==> config.mk <==
export PLATFORM = sky130hd
export DESIGN_NAME = uart_rx_core
export DESIGN_NICKNAME = d
export VERILOG_FILES = /design/src/rtl/uart_rx_pkg.sv /design/src/rtl/uart_rx_sync.sv /design/src/rtl/uart_rx_baud.sv /design/src/rtl/uart_rx_frame.sv /design/src/rtl/uart_rx_hold.sv /design/src/rtl/uart_rx_core.sv
export SDC_FILE = /design/constraint.sdc
export NUM_CORES = 1
export LEC_CHECK = 0
export ABC_AREA = 1
export BUFFER_PORTS_ARGS = -buffer_cell sky130_fd_sc_hd__buf_2
export CAP_MARGIN = 20
export CORE_UTILIZATION = 59
export CTS_CLUSTER_SIZE = 30
export DETAILED_ROUTE_END_ITERATION = 12
export GPL_ROUTABILITY_DRIVEN = 0
export GPL_TIMING_DRIVEN = 0
export HOLD_SLACK_MARGIN = 0.05
export PLACE_DENSITY = 0.88
export SETUP_SLACK_MARGIN = 0.02
export SLEW_MARGIN = 20
export SYNTH_ARGS = -nofsm -noshare
export SYNTH_HDL_FRONTEND = slang
export SYNTH_SLANG_ARGS = --single-unit
==> constraint.sdc <==
create_clock -name clk_i -period 2.5 [get_ports clk_i]
set_clock_uncertainty 0.1 [all_clocks]
set_input_delay 0.75 -clock clk_i [delete_from_list [all_inputs] [get_ports clk_i]]
set_output_delay 0.75 -clock clk_i [all_outputs]
set_load 0.02 [all_outputs]
==> src/rtl/uart_rx_pkg.sv <==
package uart_rx_pkg;
  typedef enum logic [2:0] {
    RX_IDLE,
    RX_START,
    RX_DATA,
    RX_PARITY,
    RX_STOP
  } rx_state_e;
endpackage

==> src/rtl/uart_rx_sync.sv <==
module uart_rx_sync (
  input  logic clk_i,
  input  logic rst_ni,
  input  logic rx_i,
  output logic rx_s_o,
  output logic rx_fall_o
);
  logic s1_q, s2_q, s3_q;

  always_ff @(posedge clk_i or negedge rst_ni) begin
    if (!rst_ni) begin
      s1_q <= 1'b1;
      s2_q <= 1'b1;
      s3_q <= 1'b1;
    end else begin
      s1_q <= rx_i;
      s2_q <= s1_q;
      s3_q <= s2_q;
    end
  end

  assign rx_s_o    = s2_q;
  assign rx_fall_o = s3_q & ~s2_q;
endmodule

==> src/rtl/uart_rx_baud.sv <==
module uart_rx_baud #(
  parameter int BAUD_W = 8
) (
  input  logic              clk_i,
  input  logic              rst_ni,
  input  logic              sync_mode_i,
  input  logic [BAUD_W-1:0] baud_val_i,
  output logic              tick_o
);
  logic [BAUD_W-1:0] cnt_q;
  logic [BAUD_W-1:0] lim;
  logic              wrap;

  // a divisor of 0 behaves as 1
  assign lim    = (baud_val_i == '0) ? '0 : baud_val_i - BAUD_W'(1);
  assign wrap   = (cnt_q >= lim);
  assign tick_o = sync_mode_i | wrap;

  always_ff @(posedge clk_i or negedge rst_ni) begin
    if (!rst_ni)   cnt_q <= '0;
    else if (wrap) cnt_q <= '0;
    else           cnt_q <= cnt_q + BAUD_W'(1);
  end
endmodule

==> src/rtl/uart_rx_frame.sv <==
module uart_rx_frame
  import uart_rx_pkg::*;
#(
  parameter int DATA_W  = 8,
  parameter int OS_RATE = 16
) (
  input  logic              clk_i,
  input  logic              rst_ni,
  input  logic              sync_mode_i,
  input  logic              tick_i,
  input  logic              rx_s_i,
  input  logic              rx_fall_i,
  input  logic              eight_bit_i,
  input  logic              parity_en_i,
  input  logic              odd_parity_i,
  output logic              done_o,
  output logic [DATA_W-1:0] data_o,
  output logic              perr_o
);
  localparam int SC_W  = $clog2(OS_RATE);
  localparam int IDX_W = $clog2(DATA_W);
  localparam logic [SC_W-1:0]  SC_MID  = SC_W'(OS_RATE/2 - 1);
  localparam logic [SC_W-1:0]  SC_END  = SC_W'(OS_RATE - 1);
  localparam logic [IDX_W-1:0] LAST_W8 = IDX_W'(DATA_W - 1);
  localparam logic [IDX_W-1:0] LAST_W7 = IDX_W'(DATA_W - 2);

  rx_state_e         state_q;
  logic [SC_W-1:0]   sc_q;
  logic [IDX_W-1:0]  idx_q;
  logic [DATA_W-1:0] shreg_q;
  logic              acc_q, perr_q, done_q;
  logic              mid_hit, end_hit;
  logic [IDX_W-1:0]  last_idx;

  assign mid_hit  = tick_i && (sc_q == SC_MID);
  assign end_hit  = sync_mode_i | (tick_i && (sc_q == SC_END));
  assign last_idx = eight_bit_i ? LAST_W8 : LAST_W7;

  always_ff @(posedge clk_i or negedge rst_ni) begin
    if (!rst_ni) begin
      state_q <= RX_IDLE;
      sc_q    <= '0;
      idx_q   <= '0;
      shreg_q <= '0;
      acc_q   <= 1'b0;
      perr_q  <= 1'b0;
      done_q  <= 1'b0;
    end else begin
      done_q <= 1'b0;
      if (state_q != RX_IDLE && tick_i) sc_q <= sc_q + SC_W'(1);
      unique case (state_q)
        RX_IDLE: begin
          if (rx_fall_i) begin
            sc_q    <= '0;
            idx_q   <= '0;
            shreg_q <= '0;
            acc_q   <= 1'b0;
            perr_q  <= 1'b0;
            state_q <= sync_mode_i ? RX_DATA : RX_START;
          end
        end
        RX_START: begin
          if (mid_hit) begin
            sc_q    <= '0;
            state_q <= rx_s_i ? RX_IDLE : RX_DATA;  // glitch rejected
          end
        end
        RX_DATA: begin
          if (end_hit) begin
            sc_q           <= '0;
            shreg_q[idx_q] <= rx_s_i;
            acc_q          <= acc_q ^ rx_s_i;
            idx_q          <= idx_q + IDX_W'(1);
            if (idx_q == last_idx) state_q <= parity_en_i ? RX_PARITY : RX_STOP;
          end
        end
        RX_PARITY: begin
          if (end_hit) begin
            sc_q    <= '0;
            perr_q  <= acc_q ^ rx_s_i ^ odd_parity_i;
            state_q <= RX_STOP;
          end
        end
        RX_STOP: begin
          if (end_hit) begin
            sc_q    <= '0;
            done_q  <= 1'b1;
            state_q <= RX_IDLE;
          end
        end
        default: state_q <= RX_IDLE;
      endcase
    end
  end

  assign done_o = done_q;
  assign data_o = shreg_q;
  assign perr_o = perr_q;
endmodule

==> src/rtl/uart_rx_hold.sv <==
module uart_rx_hold #(
  parameter int DATA_W = 8
) (
  input  logic              clk_i,
  input  logic              rst_ni,
  input  logic              done_i,
  input  logic [DATA_W-1:0] frame_data_i,
  input  logic              frame_perr_i,
  input  logic              rd_i,
  output logic [DATA_W-1:0] data_o,
  output logic              full_o,
  output logic              perr_o,
  output logic              ovf_o
);
  logic [DATA_W-1:0] data_q;
  logic              full_q, perr_q, ovf_q;
  logic              accept, drop;

  // a read in the same cycle frees the register for the new frame
  assign accept = done_i & (~full_q | rd_i);
  assign drop   = done_i & full_q & ~rd_i;

  always_ff @(posedge clk_i or negedge rst_ni) begin
    if (!rst_ni) begin
      data_q <= '0;
      full_q <= 1'b0;
      perr_q <= 1'b0;
      ovf_q  <= 1'b0;
    end else begin
      if (accept) data_q <= frame_data_i;
      full_q <= accept | (full_q & ~rd_i);
      perr_q <= (accept & frame_perr_i) | (perr_q & ~rd_i);
      ovf_q  <= drop | (ovf_q & ~rd_i);
    end
  end

  assign data_o = data_q;
  assign full_o = full_q;
  assign perr_o = perr_q;
  assign ovf_o  = ovf_q;
endmodule

==> src/rtl/uart_rx_core.sv <==
module uart_rx_core #(
  parameter int DATA_W  = 8,
  parameter int OS_RATE = 16,
  parameter int BAUD_W  = 8
) (
  input  logic              clk_i,
  input  logic              rst_ni,
  input  logic              sync_mode_i,
  input  logic [BAUD_W-1:0] baud_val_i,
  input  logic              eight_bit_i,
  input  logic              parity_en_i,
  input  logic              odd_parity_i,
  input  logic              rx_i,
  input  logic              rd_n_i,
  input  logic              cs_n_i,
  output logic [DATA_W-1:0] data_o,
  output logic              rx_full_o,
  output logic              parity_err_o,
  output logic              overflow_o
);
  logic              rx_s, rx_fall, tick;
  logic              frame_done, frame_perr, rd;
  logic [DATA_W-1:0] frame_data;

  assign rd = ~rd_n_i & ~cs_n_i;

  uart_rx_sync i_sync (
    .clk_i     (clk_i),
    .rst_ni    (rst_ni),
    .rx_i      (rx_i),
    .rx_s_o    (rx_s),
    .rx_fall_o (rx_fall)
  );

  uart_rx_baud #(.BAUD_W(BAUD_W)) i_baud (
    .clk_i       (clk_i),
    .rst_ni      (rst_ni),
    .sync_mode_i (sync_mode_i),
    .baud_val_i  (baud_val_i),
    .tick_o      (tick)
  );

  uart_rx_frame #(.DATA_W(DATA_W), .OS_RATE(OS_RATE)) i_frame (
    .clk_i        (clk_i),
    .rst_ni       (rst_ni),
    .sync_mode_i  (sync_mode_i),
    .tick_i       (tick),
    .rx_s_i       (rx_s),
    .rx_fall_i    (rx_fall),
    .eight_bit_i  (eight_bit_i),
    .parity_en_i  (parity_en_i),
    .odd_parity_i (odd_parity_i),
    .done_o       (frame_done),
    .data_o       (frame_data),
    .perr_o       (frame_perr)
  );

  uart_rx_hold #(.DATA_W(DATA_W)) i_hold (
    .clk_i        (clk_i),
    .rst_ni       (rst_ni),
    .done_i       (frame_done),
    .frame_data_i (frame_data),
    .frame_perr_i (frame_perr),
    .rd_i         (rd),
    .data_o       (data_o),
    .full_o       (rx_full_o),
    .perr_o       (parity_err_o),
    .ovf_o        (overflow_o)
  );
endmodule

==> reports/metrics.csv, run 1 <==
stage;metric;value;unit
logic_synthesis;avgSynthCellArea;8.13;um2
floorplan;core_region_area;4140;um2
critical_path;arrival;3.27;ns
logic_synthesis;syn_nets;353;
global_route;grt_max_degree;44;
finish;postLayoutCellArea;3450;um2
cts;cts_tree;done;
job;drv_cap;0;
finish;syn_to_final_growth;30.9;%
critical_path;required;2.59;ns
logic_synthesis;netlist-cell-type-count;36;
sta;worst_pin_slew;0.931;ns
critical_path;critPathLaunchType;input port;
sta;whs;0.260;ns
global_route;gr-usage-all-layers;0.280;
cts;cts.reportedPaths.clkPinSlew;0.08;ns
logic_synthesis;synth_most_common_cell;nand2_1;
route;drt_pass1_iterations;5;
logic_synthesis;synth-main-ff-cell;dfrtp_1;
global_route;grt_pass1_vias;2174;
floorplan;start_util;0.636;
sta;drv_slew;0;
global_route;grt_pass1_wl;9560;um
route;viasPerCell;6.13;
cts;cts_buffers;5;
finish;drive_above_1_share;0.395;
logic_synthesis;syn_area;2640;um2
global_route;antenna_found_initial;0;
min_path;hold_class;register to register;
floorplan;die_h;68.8;um
route;drt_iter0_drc;212;
cts;h-tree-depth;2;
logic_synthesis;yosys-top-cells-area;dfrtp_1 38%, nand2_1 11%, ha_1 5.7%;
sta;fmax;0.315;GHz
place;dp_hpwl;3640;um
run_status;outcome;finished, violations left;
critical_path;slowest_delay;0.32;ns
global_route;grt-ovfl-total;0;
sta;setup_ws;-0.674;ns
floorplan;ioPinCount;28;
critical_path;worst-setup-path-type;input port to register;
logic_synthesis;ys_async_sr_fraction;1.00;
place;postPlaceCellArea;2880;um2
cts;cts_max_path_buffers;2;
critical_path;end_kind;register;
sta;relSlewSlack;0.379;
logic_synthesis;synth-seq-cells;43;
logic_synthesis;yosys.area.top_type;dfrtp_1;
finish;antenna_cells;0;
critical_path;path_max_fanout;4;
place;io_buffer_count;27;
finish;fin_nets;400;
power;max-vdd-ir-drop;656;uV
route;wirelength;7780;um
sta;min_period_over_period;1.27;
sta;hold_viol;0;
finish;fin_cells;422;
power;leakage;1.73;nW
run_status;violations;negative setup slack;
logic_synthesis;syn_inst;324;
floorplan;die_w;68.8;um
cts;clk_latency;0.32;ns
route;drcViolationCount;0;
route;vias;2586;
floorplan;rows;23;
sta;setup_tns;-14.01;ns
logic_synthesis;synth.top_cell.area_share;0.380;
floorplan;dieArea;4740;um2
cts;cts.sinks;43;
sta;min_period;3.17;ns
critical_path;worst_path_most_repeated_cell;nand2_4;
place;placedCellCount;401;
route;detail-route-antenna-nets;0;
logic_synthesis;synth_common_cells;80 x nand2_1, 40 x dfrtp_1, 36 x inv_1;
route;wl_per_cell;18.4;um
sta;rsz0062_at_grt;yes;
logic_synthesis;synth_edf_count;0;
sta;setup_viol;29;
critical_path;path_cells;buf_2 -> nor2_1 -> nand2_1 -> inv_1 -> nand3_1 -> nor3_1 -> a21oi_1 -> ha_1 -> nand2_1 -> nor2_2 -> nand2_2 -> nand2_4 -> nand2_4 -> nand2_4 -> nand2_4 -> buf_4 -> nand2_4 -> nand3_1 -> nand2_1 -> nand2_1;
logic_synthesis;yosysWarnings;0;
power;power_density;1060;nW/um2
cts;root_buffer;clkbuf_8;
critical_path;cpMaxStageDelayCell;ha_1;
logic_synthesis;yosysSeqAreaShare;0.410;
==> layout by cell type, fill, tap and decap left out, drive strengths merged <==
cell,instances
nand2,89
buf,43
dfrtp,40
inv,38
nor2,32
nand3,28
o21ai,19
nor3,16
ha,12
a21oi,9
mux2,8
nand4,8
xor2,6
clkbuf,6
or2,4
dfstp,3
nor3b,2
clkinvlp,2
clkinv,2
a21o,1
and3,1
a21boi,1
o211ai,1
xnor2,1
==> path summary, 6_finish.rpt <==
check	startpoint	endpoint	slack [ns]	cells past startpoint
setup reg to reg	i_baud.cnt_q[6]$_DFF_PN0_	i_frame.data_o[4]$_DFFE_PN0P_	0.28	13
min in group asynchronous	rst_ni	i_frame.data_o[7]$_DFFE_PN0P_	0.46	1
hold / removal	i_sync.s1_q$_DFF_PN1_	i_sync.rx_s_o$_DFF_PN1_	0.26	0
setup / recovery	baud_val_i[2]	i_frame.data_o[4]$_DFFE_PN0P_	-0.67	20
hold reg to reg	i_sync.s1_q$_DFF_PN1_	i_sync.rx_s_o$_DFF_PN1_	0.26	0
max in group asynchronous	rst_ni	i_frame.state_q[0]$_DFFE_PN0P_	1.26	1
==> repair_timing <==
item	CTS	global route
cloned	2	0
pin swaps	19	12
endpoints found under the setup margin	29	29
buffers inserted	7	5
endpoints found under the hold margin	0	0
resized for setup	33	53
hold buffers	0	0
==> sequential cells by signal, summed over array words and instances, names as in the netlist, 3 cells and up <==
| signal | cells |
|---|---|
| i_frame.idx_q | 3 |
| i_hold.data_o | 8 |
| i_frame.state_q | 3 |
| i_frame.data_o | 8 |
| i_frame.sc_q | 4 |
| i_baud.cnt_q | 8 |
==> power breakdown <==
group / internal (W) / switching [W]
Combinational: 0.000837 / 0.00131
Clock: 0.000200 / 0.000277
Sequential: 0.000848 / 0.000189
==> per-stage QoR <==
stage | power [W] | utilization | setup slack, ns
after floorplan | 0.00213 | - | -0.524
after global routing | 0.00387 | 0.832 | -0.857
final | 0.00366 | 0.832 | -0.674
after global placement | 0.00236 | 0.694 | -0.918
after CTS | 0.00319 | 0.772 | -0.376
after detailed placement | 0.00244 | 0.694 | -1.00
==> cell families (layout without fill, tap and decap cells) <==
| group | Yosys count | count (layout) | synth area share |
|---|---|---|---|
| AOI/OAI and AO/OA | 31 | 31 | 0.0617 |
| xor gates and xnor gates | 7 | 7 | 0.0233 |
| adders and majority gates | 12 | 12 | 0.0570 |
| buffers and inverters | 44 | 91 | 0.0736 |
| DFF | 43 | 43 | 0.410 |
| muxes | 8 | 8 | 0.0342 |
| and+or+nand+nor | 179 | 180 | 0.340 |
==> critical path: cells and delay by family <==
kind	cells	cell delay [ns]
adder cells (fa/ha/maj)	1	0.32
AND/OR/NAND/NOR	15	1.65
buffers and inverters	3	0.40
AO/OA/AOI/OAI	1	0.14
==> routing by layer <==
metal,track usage,share of wire,vias to the layer above
met5,0,0,-
met4,0.107,0.047,0
met3,0.0641,0.068,55
met2,0.479,0.50,156
met1,0.341,0.38,1214
li1,-,-,1161
==> area by class of cell <==
class / count / area, um2
inverter: 39 / 171
tap: 50 / 62.6
buffer: 5 / 47.5
clock buffer: 5 / 68.8
sequential: 43 / 1080
timing repair buffer: 39 / 282
fill: 201 / 696
multi-input combinational: 238 / 1710
clock inverter: 3 / 23.8
No activity file was read; power rests on OpenSTA's default activity.
==> inputs of run 2 (changes only) <==
CORE_UTILIZATION = 61   (was 59)
CTS_BUF_LIST = sky130_fd_sc_hd__clkbuf_4   (was default)
GPL_TIMING_DRIVEN = default   (was 0)
PLACE_DENSITY = 0.9   (was 0.88)
==> run 2 against run 1 <==
Effect of this change:
- the run still ends with negative setup slack left
- first-iteration DRC count increased by 77%
- critical path depth increased by 2
- utilization decreased by 0.91 points
- combinational power decreased by 6%
- total power decreased by 6.0%
- sequential power about the same
- register-to-register slack got worse by 0.18 ns
- sequential share of layout area increased by 0.79 points
- fmax decreased by 4.8%
- cell count increased by 0.47%
- final area decreased by 2.5%
- largest cell class unchanged
- largest power group unchanged
- highest routed layer unchanged
==> reports/metrics.csv, run 2 (synthesized netlist as in run 1, its figures left out) <==
stage;metric;value;unit
global_route;grt_max_degree;24;
finish;drive_above_1_share;0.382;
critical_path;worst-setup-path-type;input port to register;
sta;relSlewSlack;0.626;
critical_path;critPathLaunchType;input port;
run_status;outcome;finished, violations left;
sta;whs;0.235;ns
cts;root_buffer;clkbuf_4;
global_route;antenna_found_initial;0;
place;io_buffer_count;27;
place;placedCellCount;408;
floorplan;start_util;0.645;
min_path;hold_class;input port to async pin;
cts;cts.sinks;43;
sta;min_period_over_period;1.33;
critical_path;slowest_delay;0.33;ns
global_route;grt_pass1_vias;2431;
global_route;grt-ovfl-total;0;
floorplan;ioPinCount;28;
global_route;gr-usage-all-layers;0.306;
finish;fin_nets;402;
finish;final_common_cell;nand2_1;
cts;cts.reportedPaths.clkPinSlew;0.14;ns
sta;rsz0062_at_grt;yes;
sta;setup_ws;-0.832;ns
power;leakage;1.71;nW
cts;cts_tree;done;
finish;mostFrequentLayoutCells;67 x nand2_1, 40 x dfrtp_1, 30 x inv_1;
sta;fmax;0.300;GHz
critical_path;crit_family;simple AND/OR/NAND/NOR gates;
finish;fin_cells;424;
job;drv_cap;0;
sta;min_period;3.33;ns
route;wirelength;8470;um
finish;regArea;1080;um2
finish;syn_to_final_growth;27.6;%
global_route;grt_pass1_wl;10400;um
cts;clk_latency;0.38;ns
route;drcViolationCount;0;
cts;hold_buffers;0;
route;viasPerCell;6.48;
floorplan;core_region_area;4090;um2
critical_path;path_buf_inv;6;
finish;antenna_cells;0;
cts;cts_buffers;5;
route;wl_per_cell;20.0;um
critical_path;arrival;3.50;ns
floorplan;die_w;67.7;um
floorplan;die_h;67.7;um
power;power_density;1020;nW/um2
sta;drv_slew;0;
sta;setup_viol;29;
sta;worst_pin_slew;0.561;ns
finish;nFillCells;202;
sta;hold_viol;0;
place;dp_hpwl;4010;um
route;detail-route-antenna-nets;0;
route;vias;2746;
critical_path;path_cells;buf_8 -> inv_8 -> ha_4 -> nand2_4 -> nor3_2 -> inv_1 -> nor2_2 -> inv_2 -> nor2_4 -> inv_4 -> o21ai_2 -> ha_1 -> buf_4 -> nand2_2 -> nor2_1 -> nand2_2 -> nand2_4 -> nand2_4 -> nand3_4 -> nand2_4 -> a21oi_1 -> o21ai_1;
power;report.power.total;0.00344;W
cts;cts_max_path_buffers;2;
critical_path;required;2.67;ns
critical_path;worst_path_most_repeated_cell;nand2_4;
cts;h-tree-depth;2;
finish;multi_input_area;1670;um2
critical_path;cpMaxStageDelayCell;a21oi_1;
critical_path;path_max_fanout;5;
critical_path;end_kind;register;
route;drt_iter0_drc;376;
floorplan;dieArea;4590;um2
floorplan;rows;23;
power;max-vdd-ir-drop;617;uV
route;drt_pass1_iterations;5;
run_status;violations;negative setup slack;
==> run 2: metal layers <==
layer	GRT usage	share of wire	vias to the layer above
met4	0.144	0.073	0
met1	0.336	0.34	1276
met2	0.556	0.50	228
met3	0.0625	0.092	81
met5	0	0	-
li1	-	-	1161
==> run 2: area by class of cell <==
class | instances | area share
multi-input combinational | 239 | 0.495
clock inverter | 3 | 0.00707
tap | 50 | 0.0186
inverter | 39 | 0.0502
clock buffer | 5 | 0.0112
timing repair buffer | 45 | 0.0967
sequential | 43 | 0.321
==> run 2: path summary, 6_finish.rpt <==
path                       slack (ns)                 startpoint  cells after the start                           end
max                             -0.83              baud_val_i[0]                     22    i_frame.perr_o$_DFFE_PN0P_
min                              0.24                     rst_ni                      1  i_hold.data_o[0]$_DFFE_PN0P_
max reg2reg                      0.10  i_baud.cnt_q[5]$_DFF_PN0_                     11    i_frame.perr_o$_DFFE_PN0P_
min reg2reg                      0.27      i_sync.s1_q$_DFF_PN1_                      0       i_sync.rx_s_o$_DFF_PN1_
max in group asynchronous        1.53                     rst_ni                      2     i_frame.sc_q[1]$_DFF_PN0_
min in group clk_i               0.27      i_sync.s1_q$_DFF_PN1_                      0       i_sync.rx_s_o$_DFF_PN1_
==> run 2: report_power, final <==
part           total [W]  internal (W)  switching, W
Combinational    0.00203      0.000708       0.00132
Sequential       0.00105      0.000847      0.000200
Clock           0.000369      0.000113      0.000256
Total            0.00344       0.00167       0.00178
==> run 2: stage by stage <==
| step | area, um2 | setup TNS [ns] | util | setup WS (ns) |
|---|---|---|---|---|
| floorplan | 2680 | -10.09 | - | -0.524 |
| global placement | 2930 | -17.77 | 0.718 | -0.748 |
| detailed placement | 2930 | -19.96 | 0.718 | -0.857 |
| CTS | 3210 | -3.73 | 0.786 | -0.246 |
| global route | 3360 | -25.46 | 0.823 | -1.08 |
| finish | 3360 | -18.42 | 0.823 | -0.832 |
==> run 2: timing repair <==
item | in CTS | in global routing
cloned | 2 | 0
buffers inserted | 3 | 3
endpoints found under the setup margin | 29 | 29
gates resized for setup | 41 | 35
pin swaps | 24 | 23
==> inputs of run 3 (changes only) <==
CORE_UTILIZATION = 65   (was 61)
MAX_ROUTING_LAYER = met4   (was default)
PLACE_DENSITY = 0.95   (was 0.9)
clock period = 4.15 ns   (was 2.5 ns; I/O delays follow)
==> run 3 against run 2 <==
Effect of this change:
- the run now ends clean
- non-clock buffer count down 18
- sequential share of layout area up 5.9 points
- final area down 15%
- setup slack better by 1.3 ns
- sequential power down 43%
- utilization down 6.9 points
- total power down 53%
- via count down 19%
- register-to-register slack better by 1.8 ns
- critical endpoint is now i_frame.idx_q[2]$_DFFE_PN0P_
- largest cell class unchanged
==> reports/metrics.csv, run 3 (synthesized netlist as in run 1, its figures left out) <==
stage;metric;value;unit
sta;min_period_over_period;0.894;
global_route;antenna_found_initial;0;
sta;relSlewSlack;0.390;
critical_path;critPathLaunchType;input port;
min_path;hold_path_end;i_sync.rx_s_o$_DFF_PN1_;
route;wl_per_cell;12.3;um
sta;drv_slew;0;
cts;cts.reportedPaths.clkPinSlew;0.12;ns
run_status;outcome;finished, final reports clean;
finish;nFillCells;299;
min_path;hp-start;i_sync.s1_q$_DFF_PN1_;
floorplan;core_region_area;3770;um2
finish;mostFrequentLayoutCells;80 x nand2_1, 40 x dfrtp_1, 36 x inv_1;
critical_path;arrival;3.90;ns
min_path;hold_class;register to register;
cts;clk_latency;0.37;ns
finish;syn_to_final_growth;7.93;%
critical_path;worst-setup-path-type;input port to register;
route;viasPerCell;5.50;
cts;cts_buffers;5;
critical_path;cpMaxStageDelayCell;ha_1;
power;max-vdd-ir-drop;369;uV
critical_path;end_kind;register;
finish;drive_above_1_share;0.203;
global_route;grt_max_degree;44;
critical_path;path_max_fanout;17;
floorplan;start_util;0.699;
finish;fin_nets;382;
critical_path;r2r_setup_slack;1.89;ns
global_route;grt_pass1_vias;2011;
critical_path;path_cells;buf_2 -> inv_1 -> ha_1 -> nand2_1 -> nor3_1 -> inv_1 -> nor2_1 -> inv_1 -> nor2_1 -> inv_1 -> o21ai_0 -> ha_1 -> a21oi_1 -> nor2_1 -> nor2_4 -> nand2_4 -> nand2_4 -> nand2_4 -> nand2_4 -> nand2_8 -> nand2_2 -> nand2_1 -> o21ai_1;
floorplan;die_w;65.7;um
cts;root_buffer;clkbuf_4;
route;drt_iter0_drc;135;
cts;h-tree-depth;2;
global_route;grt-ovfl-total;0;
critical_path;required;4.34;ns
sta;hold_viol;0;
place;dp_worst_setup_slack;0.0731;ns
floorplan;ioPinCount;28;
critical_path;path_buf_inv;5;
finish;antenna_cells;0;
critical_path;r2r_end;i_frame.state_q[1]$_DFFE_PN0P_;
cts;cts_max_path_buffers;2;
floorplan;dieArea;4310;um2
cts;cts.sinks;43;
sta;setup_tns;0;ns
sta;fmax;0.270;GHz
cts;cts_setup_buffers;0;
critical_path;slowest_delay;0.27;ns
sta;setup_viol;0;
sta;rsz0062_at_grt;no;
floorplan;die_h;65.7;um
critical_path;r2r_start;i_sync.rx_s_o$_DFF_PN1_;
global_route;grt_pass1_wl;8500;um
finish;multi_input_area;1360;um2
job;drv_cap;0;
sta;worst_pin_slew;0.915;ns
finish;regArea;1080;um2
route;drcViolationCount;0;
place;dp_hpwl;3770;um
min_path;worstHoldPathCells;0;
sta;min_period;3.71;ns
floorplan;rows;22;
global_route;gr-usage-all-layers;0.264;
route;drt_pass1_iterations;4;
critical_path;crit_family;simple AND/OR/NAND/NOR gates;
route;wirelength;4930;um
power;leakage;1.54;nW
route;vias;2213;
finish;final_common_cell;nand2_1;
cts;cts_tree;done;
cts;cts_resized;0;
place;io_buffer_count;27;
power;power_density;568;nW/um2
power;report.power.total;0.00161;W
route;detail-route-antenna-nets;0;
sta;setup_ws;0.440;ns
cts;hold_buffers;0;
critical_path;worstRegToRegCells;7;
## run 3: cell types whose count changed in the layout (fill, tap and decap cells not counted), moves of 5 or more
| cell | before | now |
|---|---|---|
| buf_4 | 14 | 0 |
| inv_1 | 30 | 36 |
| nand2_1 | 67 | 80 |
| nor2_1 | 22 | 29 |
| o21ai_0 | 8 | 14 |
| nor3_1 | 10 | 15 |
| nand2_2 | 11 | 3 |
| o21ai_2 | 6 | 0 |
| nand3_1 | 20 | 26 |
## run 3: metal layers
metal  track usage  vias to the layer above  wire length [um]
met5             -                        -                 0
met4        0.0897                        0                78
met3        0.0503                        8               238
met2         0.449                       62              2420
met1         0.312                     1026              2200
li1              -                     1117                 -
## run 3: final cells by class
class / count / share of cell area
Sequential cell: 43 / 0.380
Clock buffer: 5 / 0.0132
Tap cell: 48 / 0.0211
Inverter: 39 / 0.0515
Multi-Input combinational cell: 237 / 0.479
Timing Repair Buffer: 27 / 0.0475
Clock inverter: 3 / 0.00836
## run 3: worst register-to-register path, cell delays in order, from the launching register on
cell and delay [ns]:
dfstp_2 0.57, clkinv_1 0.26, nand2_1 0.16, nand2_1 0.54
nand2_2 0.33, nor2_4 0.07, nand3_1 0.07, nand2_1 0.06
## run 3: per-stage QoR
step                      instance area [um2]  hold WS [ns]  cells  utilization
after floorplan                          2640         0.245    324            -
after global placement                   2780         0.250    394        0.738
after detailed placement                 2780         0.255    394        0.738
after CTS                                2840         0.273    402        0.754
after global routing                     2840         0.275    402        0.754
final                                    2840         0.272    402        0.754
## run 3: worst max path at each step
stage	startpoint	slack (ns)	cells past startpoint	end
after CTS	baud_val_i[0]	0.44	23	i_frame.idx_q[2]$_DFFE_PN0P_
after global routing	baud_val_i[0]	0.21	25	i_frame.idx_q[2]$_DFFE_PN0P_
after floorplan	baud_val_i[0]	0.59	22	i_frame.data_o[5]$_DFFE_PN0P_
after global placement	baud_val_i[0]	0.28	23	i_frame.idx_q[0]$_DFFE_PN0P_
final	baud_val_i[0]	0.44	23	i_frame.idx_q[2]$_DFFE_PN0P_
after detailed placement	baud_val_i[0]	0.07	23	i_frame.idx_q[2]$_DFFE_PN0P_
## run 3: report_power, final
| part | switching [W] | internal [W] | leakage, nW |
|---|---|---|---|
| Clock | 0.000145 | 0.0000679 | 0.0278 |
| Combinational | 0.000533 | 0.000267 | 0.940 |
| Sequential | 0.0000906 | 0.000511 | 0.572 |
